`config.mk`:
```
export PLATFORM = sky130hd
export DESIGN_NAME = edge_irq_ctrl
export DESIGN_NICKNAME = d
export VERILOG_FILES = /design/src/rtl/edge_irq_pkg.sv /design/src/rtl/edge_irq_sync.sv /design/src/rtl/edge_irq_regs.sv /design/src/rtl/edge_irq_map.sv /design/src/rtl/edge_irq_ctrl.sv
export SDC_FILE = /design/constraint.sdc
export NUM_CORES = 1
export LEC_CHECK = 0
export ABC_CLOCK_PERIOD_IN_PS = 860
export BUFFER_PORTS_ARGS = -buffer_cell sky130_fd_sc_hd__buf_2
export CELL_PAD_IN_SITES_DETAIL_PLACEMENT = 0
export CELL_PAD_IN_SITES_GLOBAL_PLACEMENT = 1
export CORE_MARGIN = 8
export CORE_UTILIZATION = 40
export CTS_CLUSTER_SIZE = 20
export DETAILED_ROUTE_END_ITERATION = 8
export GPL_TIMING_DRIVEN = 0
export MAX_ROUTING_LAYER = met4
export PLACE_DENSITY_LB_ADDON = 0.2
export SYNTH_ARGS = -nofsm -noshare
export SYNTH_HDL_FRONTEND = slang
export SYNTH_SLANG_ARGS = --single-unit
```
`constraint.sdc`:
```
create_clock -name clk -period 0.86 [get_ports clk]
set_input_delay 0.043 -clock clk [delete_from_list [all_inputs] [get_ports clk]]
set_output_delay 0.043 -clock clk [all_outputs]
set_load 0.005 [all_outputs]
```
`src/rtl/edge_irq_pkg.sv`:
```
package edge_irq_pkg;
  typedef enum logic [1:0] {
    REG_IE   = 2'd0,
    REG_RISE = 2'd1,
    REG_FALL = 2'd2,
    REG_PEND = 2'd3
  } reg_sel_e;

  localparam int unsigned NUM_DED  = 5;
  localparam int unsigned G1_LO    = 5;
  localparam int unsigned G1_HI    = 9;
  localparam int unsigned G2_LO    = 10;
  localparam int unsigned G2_HI    = 15;
  localparam int unsigned NUM_IRQ  = NUM_DED + 2;
endpackage

```
`src/rtl/edge_irq_sync.sv`:
```
module edge_irq_sync #(
  parameter int unsigned N = 19
) (
  input  logic         clk,
  input  logic         rst_n,
  input  logic [N-1:0] line_i,
  output logic [N-1:0] rise_o,
  output logic [N-1:0] fall_o
);
  logic [N-1:0] meta_q, sync_q, prev_q;

  always_ff @(posedge clk or negedge rst_n) begin
    if (!rst_n) begin
      meta_q <= '0;
      sync_q <= '0;
      prev_q <= '0;
    end else begin
      meta_q <= line_i;
      sync_q <= meta_q;
      prev_q <= sync_q;
    end
  end

  always_comb begin
    rise_o = sync_q & ~prev_q;
    fall_o = ~sync_q & prev_q;
  end
endmodule

```
`src/rtl/edge_irq_regs.sv`:
```
module edge_irq_regs
  import edge_irq_pkg::*;
#(
  parameter int unsigned N  = 19,
  parameter int unsigned DW = 32,
  parameter int unsigned AW = 4
) (
  input  logic          clk,
  input  logic          rst_n,
  input  logic          bus_sel,
  input  logic          bus_wr,
  input  logic [AW-1:0] bus_addr,
  input  logic [DW-1:0] bus_wdata,
  output logic [DW-1:0] bus_rdata,
  input  logic [N-1:0]  rise_i,
  input  logic [N-1:0]  fall_i,
  output logic [N-1:0]  ie_o,
  output logic [N-1:0]  pend_o,
  output logic [N-1:0]  set_o,
  output logic [N-1:0]  clr_o
);
  logic [N-1:0] ie_q, rise_en_q, fall_en_q, pend_q;
  logic [N-1:0] ie_d, rise_en_d, fall_en_d, pend_d;
  logic         ie_we, rise_we, fall_we, pend_we;
  logic         wr_en;
  reg_sel_e     sel;
  logic [N-1:0] wd;
  logic         unused_bus;

  assign unused_bus = ^{bus_addr[1:0], bus_wdata[DW-1:N]};

  always_comb begin
    wr_en   = bus_sel & bus_wr;
    sel     = reg_sel_e'(bus_addr[3:2]);
    wd      = bus_wdata[N-1:0];
    ie_we   = wr_en && (sel == REG_IE);
    rise_we = wr_en && (sel == REG_RISE);
    fall_we = wr_en && (sel == REG_FALL);
    pend_we = wr_en && (sel == REG_PEND);

    ie_d      = wd;
    rise_en_d = wd;
    fall_en_d = wd;

    set_o  = (rise_i & rise_en_q) | (fall_i & fall_en_q);
    clr_o  = pend_we ? wd : '0;
    pend_d = (pend_q & ~clr_o) | set_o;
  end

  always_ff @(posedge clk or negedge rst_n) begin
    if (!rst_n) begin
      ie_q      <= '0;
      rise_en_q <= '0;
      fall_en_q <= '0;
      pend_q    <= '0;
    end else begin
      if (ie_we)   ie_q      <= ie_d;
      if (rise_we) rise_en_q <= rise_en_d;
      if (fall_we) fall_en_q <= fall_en_d;
      pend_q <= pend_d;
    end
  end

  always_comb begin
    bus_rdata = '0;
    unique case (reg_sel_e'(bus_addr[3:2]))
      REG_IE:   bus_rdata[N-1:0] = ie_q;
      REG_RISE: bus_rdata[N-1:0] = rise_en_q;
      REG_FALL: bus_rdata[N-1:0] = fall_en_q;
      REG_PEND: bus_rdata[N-1:0] = pend_q;
      default:  bus_rdata = '0;
    endcase
  end

  assign ie_o   = ie_q;
  assign pend_o = pend_q;
endmodule

```
`src/rtl/edge_irq_map.sv`:
```
module edge_irq_map
  import edge_irq_pkg::*;
#(
  parameter int unsigned N = 19
) (
  input  logic               clk,
  input  logic               rst_n,
  input  logic [N-1:0]       ie_i,
  input  logic [N-1:0]       pend_i,
  output logic [NUM_IRQ-1:0] irq_o
);
  logic [N-1:0]       act;
  logic [NUM_IRQ-1:0] irq_d, irq_q;
  logic               unused_hi;

  assign act = ie_i & pend_i;

  genvar g;
  generate
    for (g = 0; g < NUM_DED; g++) begin : g_ded
      assign irq_d[g] = act[g];
    end
  endgenerate

  assign irq_d[NUM_DED]     = |act[G1_HI:G1_LO];
  assign irq_d[NUM_DED + 1] = |act[G2_HI:G2_LO];

  generate
    if (N > G2_HI + 1) begin : g_hi
      assign unused_hi = ^act[N-1:G2_HI+1];
    end else begin : g_nohi
      assign unused_hi = 1'b0;
    end
  endgenerate

  always_ff @(posedge clk or negedge rst_n) begin
    if (!rst_n) irq_q <= '0;
    else        irq_q <= irq_d;
  end

  assign irq_o = irq_q;
endmodule

```
`src/rtl/edge_irq_ctrl.sv`:
```
module edge_irq_ctrl
  import edge_irq_pkg::*;
#(
  parameter int unsigned N_LINES = 19,
  parameter int unsigned DATA_W  = 32,
  parameter int unsigned ADDR_W  = 4
) (
  input  logic               clk,
  input  logic               rst_n,
  input  logic [N_LINES-1:0] line_i,
  input  logic               bus_sel,
  input  logic               bus_wr,
  input  logic [ADDR_W-1:0]  bus_addr,
  input  logic [DATA_W-1:0]  bus_wdata,
  output logic [DATA_W-1:0]  bus_rdata,
  output logic [NUM_IRQ-1:0] irq_o
);
  logic [N_LINES-1:0] rise, fall, ie_q, pend_q, set_vec, clr_vec;

  edge_irq_sync #(.N(N_LINES)) u_sync (
    .clk(clk), .rst_n(rst_n), .line_i(line_i),
    .rise_o(rise), .fall_o(fall)
  );

  edge_irq_regs #(.N(N_LINES), .DW(DATA_W), .AW(ADDR_W)) u_regs (
    .clk(clk), .rst_n(rst_n),
    .bus_sel(bus_sel), .bus_wr(bus_wr), .bus_addr(bus_addr),
    .bus_wdata(bus_wdata), .bus_rdata(bus_rdata),
    .rise_i(rise), .fall_i(fall),
    .ie_o(ie_q), .pend_o(pend_q), .set_o(set_vec), .clr_o(clr_vec)
  );

  edge_irq_map #(.N(N_LINES)) u_map (
    .clk(clk), .rst_n(rst_n), .ie_i(ie_q), .pend_i(pend_q), .irq_o(irq_o)
  );
endmodule

```
# Word-level counts from Yosys, hierarchy flattened
# Cells that the tools add are included.
totals:
  ff_bits: 140
  input_bits: 59
op_classes:
  eq_ne: 3
  mux: 2
  bitwise: 12
  n_reduce_logical: 7
ops:
  columns: ["op", "n"]
  rows:
  - ["AND 19 bit", 5]
  - ["case mux 19 bit (4 select lines)", 1]
  - ["NOT 19 bit", 3]
  - ["OR 19 bit", 2]
  - ["2-to-1 mux 19 bit", 1]
  - ["AND 16 bit", 1]
  - ["OR reduction 6 bit", 1]
  - ["OR reduction 5 bit", 1]
  - ["equality test 2 bit, second input constant", 2]
  - ["logical AND 1 bit", 4]
  - ["equality test 2 x 1 -> 1 bit, second input constant", 1]
  - ["zero test 2 bit", 1]
  - ["AND 1 bit", 1]

# Depth between registers and ports, before layout
# Gate-level depths: netlist of run 1.
logic_depth:
  word_depth: 6
  ltp_mapped: 5
  mapped_depth_nobuf: 3

# Cells and area by module
# Synthesis of run 1 repeated with hierarchy kept, for this count alone.
hier_totals:
  cells_unflattened: 372
  hier_area_um2: 5753.0
by_module_without_submodules:
  columns: ["module", "n_inst", "cells_per_inst", "area_per_inst_um2", "seq_area_each_um2"]
  rows:
  - ["edge_irq_regs", 1, 258, 3738.6, 1901.8]
  - ["edge_irq_sync", 1, 95, 1759.2, 1426.4]
  - ["edge_irq_map", 1, 19, 255.2, 175.2]

# Least setup slack after synthesis of run 1
# Ideal clock, no wire load.
synth_timing:
  kind: "input to register"
  startpoint: "in bus_addr[3]"
  endpoint: "reg u_regs.ie_q[10] (netlist: u_regs.ie_o[10])"
  arrival_ns: 0.925
  required_ns: 0.735
  slack_ns: -0.190
  stages: 3
  path_cell_list: "nor3_4 > buf_12 > mux2_4"
synth_between:
  elab_chain_len: 2
synth_lines:
  columns: ["element", "line", "source"]
  rows:
  - ["from (decl)", "edge_irq_ctrl.sv:13", "input logic [ADDR_W-1:0] bus_addr,"]
  - ["zero test 2 bit", "edge_irq_regs.sv:36", "ie_we = wr_en && (sel == REG_IE);"]
  - ["logical AND 1 bit", "edge_irq_regs.sv:36", null]
  - ["to (signal assigned)", "edge_irq_regs.sv:57", "if (ie_we) ie_q <= ie_d;"]
  - ["to (decl)", "edge_irq_regs.sv:22", "logic [N-1:0] ie_q, rise_en_q, fall_en_q, pend_q;"]
# No other way between the ends.
# A chain may end at the register's enable or synchronous reset.

# Worst setup path in the final report of run 1
layout_timing:
  startpoint: "reg u_regs.fall_en_q[17]"
  endpoint: "out bus_rdata[17]"
layout_between:
  elab_chain_len: 1
layout_lines:
  columns: ["element", "line", "source"]
  rows:
  - ["from (decl)", "edge_irq_regs.sv:22", null]
  - ["from (signal assigned)", "edge_irq_regs.sv:59", "if (fall_we) fall_en_q <= fall_en_d;"]
  - ["case mux 19 bit (4 select lines)", "edge_irq_regs.sv:66", "unique case (reg_sel_e'(bus_addr[3:2]))"]
  - ["to (decl)", "edge_irq_ctrl.sv:15", "output logic [DATA_W-1:0] bus_rdata,"]
# No other way between the ends.

==> flow_summary.toml, run 1 <==
[sta]
slew_viol_final = 0
hold-worst-slack_ns = -0.4499
hold_violations = 61
min_period_ns = 1.506
setup_viol = 40
min_period_over_period = 1.751
tightest_slew_ns = 0.5995
clock-skew-final_ns = 0.01062
rsz0062_at_grt = "true"
fin_ws_ns = -0.6459
fmax_ghz = 0.6640
slew_headroom = 0.6003

[power]
leakagePower_uw = 0.003585
powerDensity_nw_per_um2 = 2526
p_int_uw = 14920
seqPwrFrac = 0.410
power.share.clock = 0.403
p_sw_frac = 0.2370
comb_power_share = 0.187
switching_power_uw = 4634
ir_drop_uv = 1562

[yosys]
yosysMostFrequentCell = "dfrtp_1"
netlist_top_cells_count = "dfrtp_1 (140), nand2_1 (57), o21ai_0 (57), nand3b_1 (20)"
synth_edf_count = 0
synth-seq-cells = 140
synth_cells = 394
async_flop_share = 1.000
ys_seq_area_frac = 0.6533
netlist.area_leader.share = 0.6533
synth_ff_type = "dfrtp_1"
avgSynthCellArea_um2 = 13.61
synth_largest_area_cell = "dfrtp_1"
syn-cell-area_um2 = 5363
ys_top_cells_by_area = "dfrtp_1 (65%), mux4_2 (8.0%), o21ai_0 (5.3%)"
post_synth_num_cell_types = 24
ys_warn_count = 0

[drt]
remaining_drc_errors = 0
routed_wl_um = 13200
dr_total_vias = 3852
antenna_left = 0
drt_pass1_iterations = 4
drt_iter0_markers = 325
vias_per_cell = 4.845
wl_per_cell_um = 16.60

[critical_path]
crit_start = "u_regs.fall_en_q[17]"
critPathSlowestCell = "mux4_2"
cp-start-kind = "register"
worstPathArrival_ns = 1.46
path_class = "register to primary output"
end_kind = "primary output"
crit_path_max_fanout = 2
path_delay_family = "multiplexers"
path_cells = "mux4_2 -> buf_6"
max_stage_delay_ns = 0.51
worst-path-buf-inv = 1
regToRegStartpoint = "u_regs.ie_o[9]"
crit_required_ns = 0.82

[clock_tree]
htreeDepth = 4
path_clk_slew_ns = 0.06
cts_made_buffers = 17
hold_buffers = 38
clock-sinks = 140
clock-root-buffer = "clkbuf_16"
cts_tree = "built"
clock_path_buffers = 2
clock_latency_ns = 0.42

[grt]
met1_usage = 0.1990
grt_pass1_vias = 4140
grt_pass1_wl_um = 21400
antenna_found_initial = 0
met2_usage = 0.2519
grt_max_degree = 93
grt-ovfl-total = 0
busiest_layer = "met2"
grt_usage = 0.1625
use_met3 = 0.04649

[min_path]
hold_path_class = "input port to asynchronous set/reset pin"

[placed_design]
placedCellCount = 652
dp_hpwl_um = 7855
pre_cts_ws_ns = -0.7910
place_congestion = 0.7384
port_buffers = 69

[finish]
fin_nets = 665
area_growth_pct = 44.38
finalNonFillerCells = 795
drive_above_1_share = 0.4023
antenna_cells = 0

[floorplan]
fp.coreArea_um2 = 13190
die-area_um2 = 17370
die_w_um = 131.8
top_level_ports = 98
rows = 42
start_util = 0.4066
fp.dieH_um = 131.8

[job]
cap_violations = 0

[run_status]
outcome = "finished, violations left"
violations = "hold timing, setup timing"
## cell usage in the layout, fill, tap and decap left out, types with 2 or more instances in the layout
cell type      count
mux4_2            19
o21ai_2            5
clkbuf_8           4
clkinvlp_4         2
o211ai_1          18
nand2_2            3
clkbuf_16         17
a22oi_1            2
bufinv_16          4
inv_1             19
buf_2             70
mux2_2             8
dfrtp_1          140
clkbuf_1           2
buf_6             25
mux2_4            11
o21ai_0           48
dlygate4sd3_1     38
clkinv_2           4
nand3b_1          20
conb_1            13
nand3_1            2
nand4b_1           2
a22oi_2            2
and2_1             5
buf_4             65
o21ai_1            4
nand2_1           55
clkbuf_2           3
buf_12             3
## registers in the layout (all words and copies together), names as in the netlist
register,count
u_regs.ie_o,19
u_map.irq_o,7
u_sync.prev_q,19
u_regs.fall_en_q,19
u_regs.pend_o,19
u_regs.rise_en_q,19
u_sync.sync_q,19
u_sync.meta_q,19
## repair_timing
item	in CTS	in global routing
hold endpoints to repair	125	48
setup endpoints to repair	86	45
resized for setup	14	31
buffers inserted	60	16
pin swaps	3	11
## power by group through the flow
stage	clock network, µW	logic [µW]	registers [µW]
after floorplan	0	1390	8040
after global placement	0	2140	8210
after detailed placement	0	2220	8230
after CTS	8030	3330	8000
after global routing	8290	4020	8120
final	7870	3660	8020
## metrics by stage
step / TNS (ns) / area, µm² / hold slack [ns] / power (µW) / utilization
3_5_place_dp: -46.43 / 6020 / 0.01624 / 10450 / 0.4564
4_1_cts: -13.07 / 7557 / -0.4370 / 19360 / 0.5729
3_3_place_gp: -354.17 / 5986 / 0.1509 / 10350 / 0.4538
2_1_floorplan: -2.787 / 5420 / -0.2526 / 9423 / -
5_1_grt: -14.84 / 7742 / -0.4241 / 20430 / 0.5870
6_report: -13.34 / 7742 / -0.4499 / 19560 / 0.5870
## layout make-up
cell class	count	area (µm²)
fillers	1090	5448
flip-flops and latches	140	3503
multi-input cells	220	1678
repair buffers	181	1418
clock buffers	21	480.5
well taps	176	220.2
plain buffers	27	207.7
clock inverters	11	163.9
inverters	19	71.32
## per-layer routing
layer  up-vias  wire [µm]
li1       1785          -
met5         -          0
met2        92       6546
met1      1960       5858
met3        15        623
met4         0        169
## logic make-up (layout without fill, tap and decap cells)
group / after synthesis / after routing / share of synthesized area
flops: 140 / 140 / 0.6533
simple gates: 89 / 89 / 0.08423
compound gates: 80 / 80 / 0.08586
buf+inv: 46 / 259 / 0.04923
mux: 38 / 38 / 0.1267
other cells: 1 / 13 / 0.0006993
## path summary, 6_finish.rpt
check	to	slack, ns	cells past startpoint
worst min-delay path	u_regs.ie_o[4]	-0.45	1
worst max register to register	u_map.irq_o[5]	-0.32	4
min in group clk	u_regs.ie_o[0]	0.19	4
worst min register to register	u_sync.sync_q[8]	0.34	0
worst max-delay path	bus_rdata[17]	-0.65	2
max in group asynchronous	u_regs.pend_o[14]	0.51	2
No activity file was read; power rests on OpenSTA's default activity.
==> inputs of run 2 (changes only) <==
SETUP_SLACK_MARGIN = 0.3   (was default)
==> run 2 against run 1 <==
Net effect:
- the run still ends with hold timing, setup timing left
- setup slack improved by 0.0082 ns
- non-clock buffer count is 7 lower
- fmax grew 0.55%
- sequential cell count is the same
- utilization is 1.9 points higher
- highest routed layer unchanged
==> flow_summary.toml, run 2 (synthesized netlist as in run 1, its figures left out) <==
[power]
p_sw_frac = 0.2435
finalPower_uw = 19690
ir_drop_uv = 1371
p_int_uw = 14900
switching_power_uw = 4796
comb_power_share = 0.219
seqPwrFrac = 0.412
powerDensity_nw_per_um2 = 2462
leakagePower_uw = 0.003680
power.share.clock = 0.370

[finish]
register_area_um2 = 3503
fin_nets = 658
multi_input_area_um2 = 1857
antenna_cells = 0
final_common_cell = "dfrtp_1"
fill_cells = 1052
finalNonFillerCells = 788
area_growth_pct = 49.16
drive_above_1_share = 0.5082
final_cell_mix = "dfrtp_1 (140), buf_6 (74), buf_2 (68)"

[clock_tree]
path_clk_slew_ns = 0.06
clock-root-buffer = "clkbuf_16"
clock_path_buffers = 2
htreeDepth = 4
clock_latency_ns = 0.42
cts_tree = "built"
clock-sinks = 140
cts_made_buffers = 17
hold_buffers = 19

[sta]
hold_violations = 120
rsz0062_at_grt = "true"
tightest_slew_ns = 0.5889
fin_ws_ns = -0.6378
min_period_ns = 1.498
min_period_over_period = 1.742
slew_viol_final = 0
slew_headroom = 0.6074
fmax_ghz = 0.6677
hold-worst-slack_ns = -0.3863
setup_viol = 45
clock-skew-final_ns = 0.008305
fin_setup_tns_ns = -13.36

[grt]
antenna_found_initial = 0
grt_pass1_vias = 4018
grt-ovfl-total = 0
grt_pass1_wl_um = 21170
grt_max_degree = 79
grt_usage = 0.1616

[run_status]
outcome = "finished, violations left"
violations = "hold timing, setup timing"

[critical_path]
end_kind = "primary output"
worstPathArrival_ns = 1.45
path_cells = "mux4_2 -> buf_6"
max_stage_delay_ns = 0.50
path_class = "register to primary output"
critPathSlowestCell = "mux4_2"
crit_path_max_fanout = 2
cp-start-kind = "register"
crit_required_ns = 0.82
worstRegToRegCells = 4

[drt]
wl_per_cell_um = 17.02
remaining_drc_errors = 0
wl_met2_um = 6551
antenna_left = 0
top_layer = "met4"
wl_met3_um = 566
routed_wl_um = 13410
vias_per_cell = 4.843
wl_met1_um = 6062
drt_iter0_markers = 353
drt_pass1_iterations = 4
dr_total_vias = 3816

[floorplan]
die_w_um = 131.8
fp.dieH_um = 131.8
rows = 42
top_level_ports = 98
die-area_um2 = 17370
fp.coreArea_um2 = 13190
start_util = 0.4066

[placed_design]
placedCellCount = 652
place_congestion = 0.7454
port_buffers = 69
dp_hpwl_um = 7735

[min_path]
hold_path_class = "input port to asynchronous set/reset pin"

[job]
cap_violations = 0
run 2: through the flow:
step	instance area, µm²	setup WS, ns	hold WS [ns]	utilization
after floorplan	5482	-0.1905	-0.2526	-
after global placement	6047	-2.180	0.1505	0.4585
after detailed placement	6081	-0.7267	0.07204	0.4610
after CTS	7546	-0.6423	-0.3732	0.5721
after global routing	7999	-0.6771	-0.3528	0.6064
final	7999	-0.6378	-0.3863	0.6064
run 2: power groups by stage:
stage / clock, µW / sequential (µW) / combinational [µW]
after CTS: 7420 / 8070 / 3600
after global routing: 7730 / 8200 / 4680
after detailed placement: 0 / 8240 / 2290
after floorplan: 0 / 8040 / 1460
after global placement: 0 / 8200 / 2210
final: 7280 / 8100 / 4310
run 2: layout make-up:
cell class	count	area share
multi-input cells	220	0.2321
clock inverters	6	0.01032
plain buffers	27	0.03379
repair buffers	174	0.1857
inverters	19	0.008916
clock buffers	26	0.06366
well taps	176	0.02753
flip-flops and latches	140	0.4380
run 2: critical path, delay by kind of cell, from the launching register on:
kind / cells / cell delay [ns]
multiplexers: 1 / 0.50
flip-flops: 1 / 0.39
buffers and inverters: 1 / 0.14
run 2: routing by layer:
metal  vias up  GRT usage
met2        95     0.2454
met5         -          -
met3        18    0.04306
met4         0    0.06509
met1      1922     0.2026
li1       1781          -
run 2: path summary, 6_finish.rpt:
check	start	to	slack [ns]
setup / recovery	u_regs.fall_en_q[1]	bus_rdata[1]	-0.64
hold reg to reg	u_sync.meta_q[3]	u_sync.sync_q[3]	0.35
setup reg to reg	u_regs.pend_o[8]	u_map.irq_o[5]	-0.35
min in group clk	bus_wdata[12]	u_regs.ie_o[12]	-0.13
max in group asynchronous	rst_n	u_sync.meta_q[12]	0.45
hold / removal	rst_n	u_sync.sync_q[2]	-0.39
run 2: timing repair:
item / in CTS / in global routing
pin swaps: 23 / 13
setup endpoints to repair: 109 / 109
hold endpoints to repair: 145 / 118
setup buffers: 57 / 28
cloned: 0 / 0
gates resized for setup: 74 / 73
==> inputs of run 3 (changes only) <==
==> constraint.sdc (replaced) <==
create_clock -name clk -period 0.86 [get_ports clk]
set_input_delay 0.086 -clock clk [delete_from_list [all_inputs] [get_ports clk]]
set_output_delay 0.086 -clock clk [all_outputs]
set_load 0.005 [all_outputs]
==> run 3 against run 2 <==
Net effect:
- the run still ends with hold timing, setup timing left
- largest power group unchanged
- highest routed layer unchanged
- sequential cell count stayed put
- cell area increased by 2.6%
- via count grew 1.0%
==> flow_summary.toml, run 3 (synthesized netlist as in run 1, its figures left out) <==
[run_status]
outcome = "finished, violations left"
violations = "hold timing, setup timing"

[floorplan]
fp.coreArea_um2 = 13190
die_w_um = 131.8
fp.dieH_um = 131.8
die-area_um2 = 17370
top_level_ports = 98
start_util = 0.4066
rows = 42

[power]
powerDensity_nw_per_um2 = 2459
p_int_uw = 15330
power.share.clock = 0.381
seqPwrFrac = 0.402
leakagePower_uw = 0.003775
p_sw_frac = 0.2402
ir_drop_uv = 1447
comb_power_share = 0.218
switching_power_uw = 4846

[finish]
final_cell_mix = "dfrtp_1 (140), buf_6 (77), buf_2 (66)"
multi_input_area_um2 = 1886
final_common_cell = "dfrtp_1"
fin_nets = 666
fill_cells = 968
antenna_cells = 0
register_area_um2 = 3503
post-route-util = 0.6223
fin_area_um2 = 8208
drive_above_1_share = 0.5202
area_growth_pct = 53.06

[drt]
remaining_drc_errors = 0
wl_met2_um = 6820
routed_wl_um = 13740
wl_met1_um = 6244
wl_met3_um = 499
vias_per_cell = 4.849
dr_total_vias = 3855
wl_per_cell_um = 17.28
drt_pass1_iterations = 4
drt_iter0_markers = 167
top_layer = "met4"
antenna_left = 0

[clock_tree]
clock-sinks = 140
clock-root-buffer = "clkbuf_16"
path_clk_slew_ns = 0.06
cts_tree = "built"
hold_buffers = 19
clock_latency_ns = 0.42
htreeDepth = 4
cts_made_buffers = 17
clock_path_buffers = 2

[sta]
setup_viol = 51
slew_viol_final = 0
rsz0062_at_grt = "true"
min_period_over_period = 1.788
min_period_ns = 1.538
fin_ws_ns = -0.6781
fmax_ghz = 0.6502
hold_violations = 109
fin_setup_tns_ns = -14.58
slew_headroom = 0.6109
tightest_slew_ns = 0.5836
hold-worst-slack_ns = -0.3484
clock-skew-final_ns = 0.004884

[critical_path]
crit_required_ns = 0.77
cp-start-kind = "register"
path_class = "register to primary output"
max_stage_delay_ns = 0.49
crit_path_max_fanout = 2
worstPathArrival_ns = 1.45
critPathSlowestCell = "mux4_2"
r2r_setup_slack_ns = -0.31
path_cells = "mux4_2 -> buf_2"
end_kind = "primary output"

[grt]
grt-ovfl-total = 0
antenna_found_initial = 0
grt_max_degree = 77
grt_pass1_vias = 4114
grt_pass1_wl_um = 21800
grt_usage = 0.1652

[placed_design]
post_dp_cell_area_um2 = 6086
port_buffers = 69
place_congestion = 0.7617
dp_hpwl_um = 7783

[job]
cap_violations = 0

[min_path]
hold_path_class = "input port to asynchronous set/reset pin"
run 3: power by group through the flow:
stage / Combinational (µW) / Sequential (µW) / Clock (µW)
after global placement: 2210 / 8210 / 0
after floorplan: 1460 / 8040 / 0
after global routing: 4760 / 8200 / 8170
final: 4390 / 8100 / 7690
after CTS: 3640 / 8070 / 7850
after detailed placement: 2300 / 8230 / 0
run 3: worst paths after layout:
kind	start	to	depth (start not counted)
min in group clk	bus_wdata[0]	u_regs.ie_o[0]	2
worst min register to register	u_sync.meta_q[6]	u_sync.sync_q[6]	0
worst max register to register	u_regs.pend_o[9]	u_map.irq_o[5]	4
max in group asynchronous	rst_n	u_regs.rise_en_q[13]	2
worst min-delay path	rst_n	u_regs.pend_o[1]	1
worst max-delay path	u_regs.fall_en_q[4]	bus_rdata[4]	2
run 3: through the flow:
step	total power, µW	setup WS, ns	hold WS, ns	instances
final	20180	-0.6781	-0.3484	795
after global routing	21120	-0.7183	-0.3148	795
after CTS	19560	-0.6915	-0.2713	762
after detailed placement	10530	-0.7913	0.1724	652
after global placement	10420	-2.242	0.1937	651
after floorplan	9504	-0.2335	-0.2096	406
run 3: layer usage:
layer | track usage | up-vias
li1 | - | 1805
met2 | 0.2553 | 75
met3 | 0.04306 | 13
met4 | 0.07211 | 0
met5 | - | -
met1 | 0.2015 | 1962
run 3: final cells by class:
cell class | count | share of cell area
multi-input combinational | 220 | 0.2297
inverter | 19 | 0.008689
tap | 176 | 0.02683
clock inverter | 4 | 0.008841
timing repair buffer | 182 | 0.1970
buffer | 27 | 0.03354
sequential | 140 | 0.4268
clock buffer | 27 | 0.06860
run 3: critical path, delay by kind of cell (launching register included):
kind | cells | cell delay (ns)
muxes | 1 | 0.49
DFF | 1 | 0.39
buffers and inverters | 1 | 0.15
run 3: what timing repair did:
action                                 CTS  global route
setup buffers                           59            33
pin swaps                               25            25
gates cloned                             1             0
setup endpoints to repair              109           174
resized for setup                       87            79
endpoints found under the hold margin  151           102
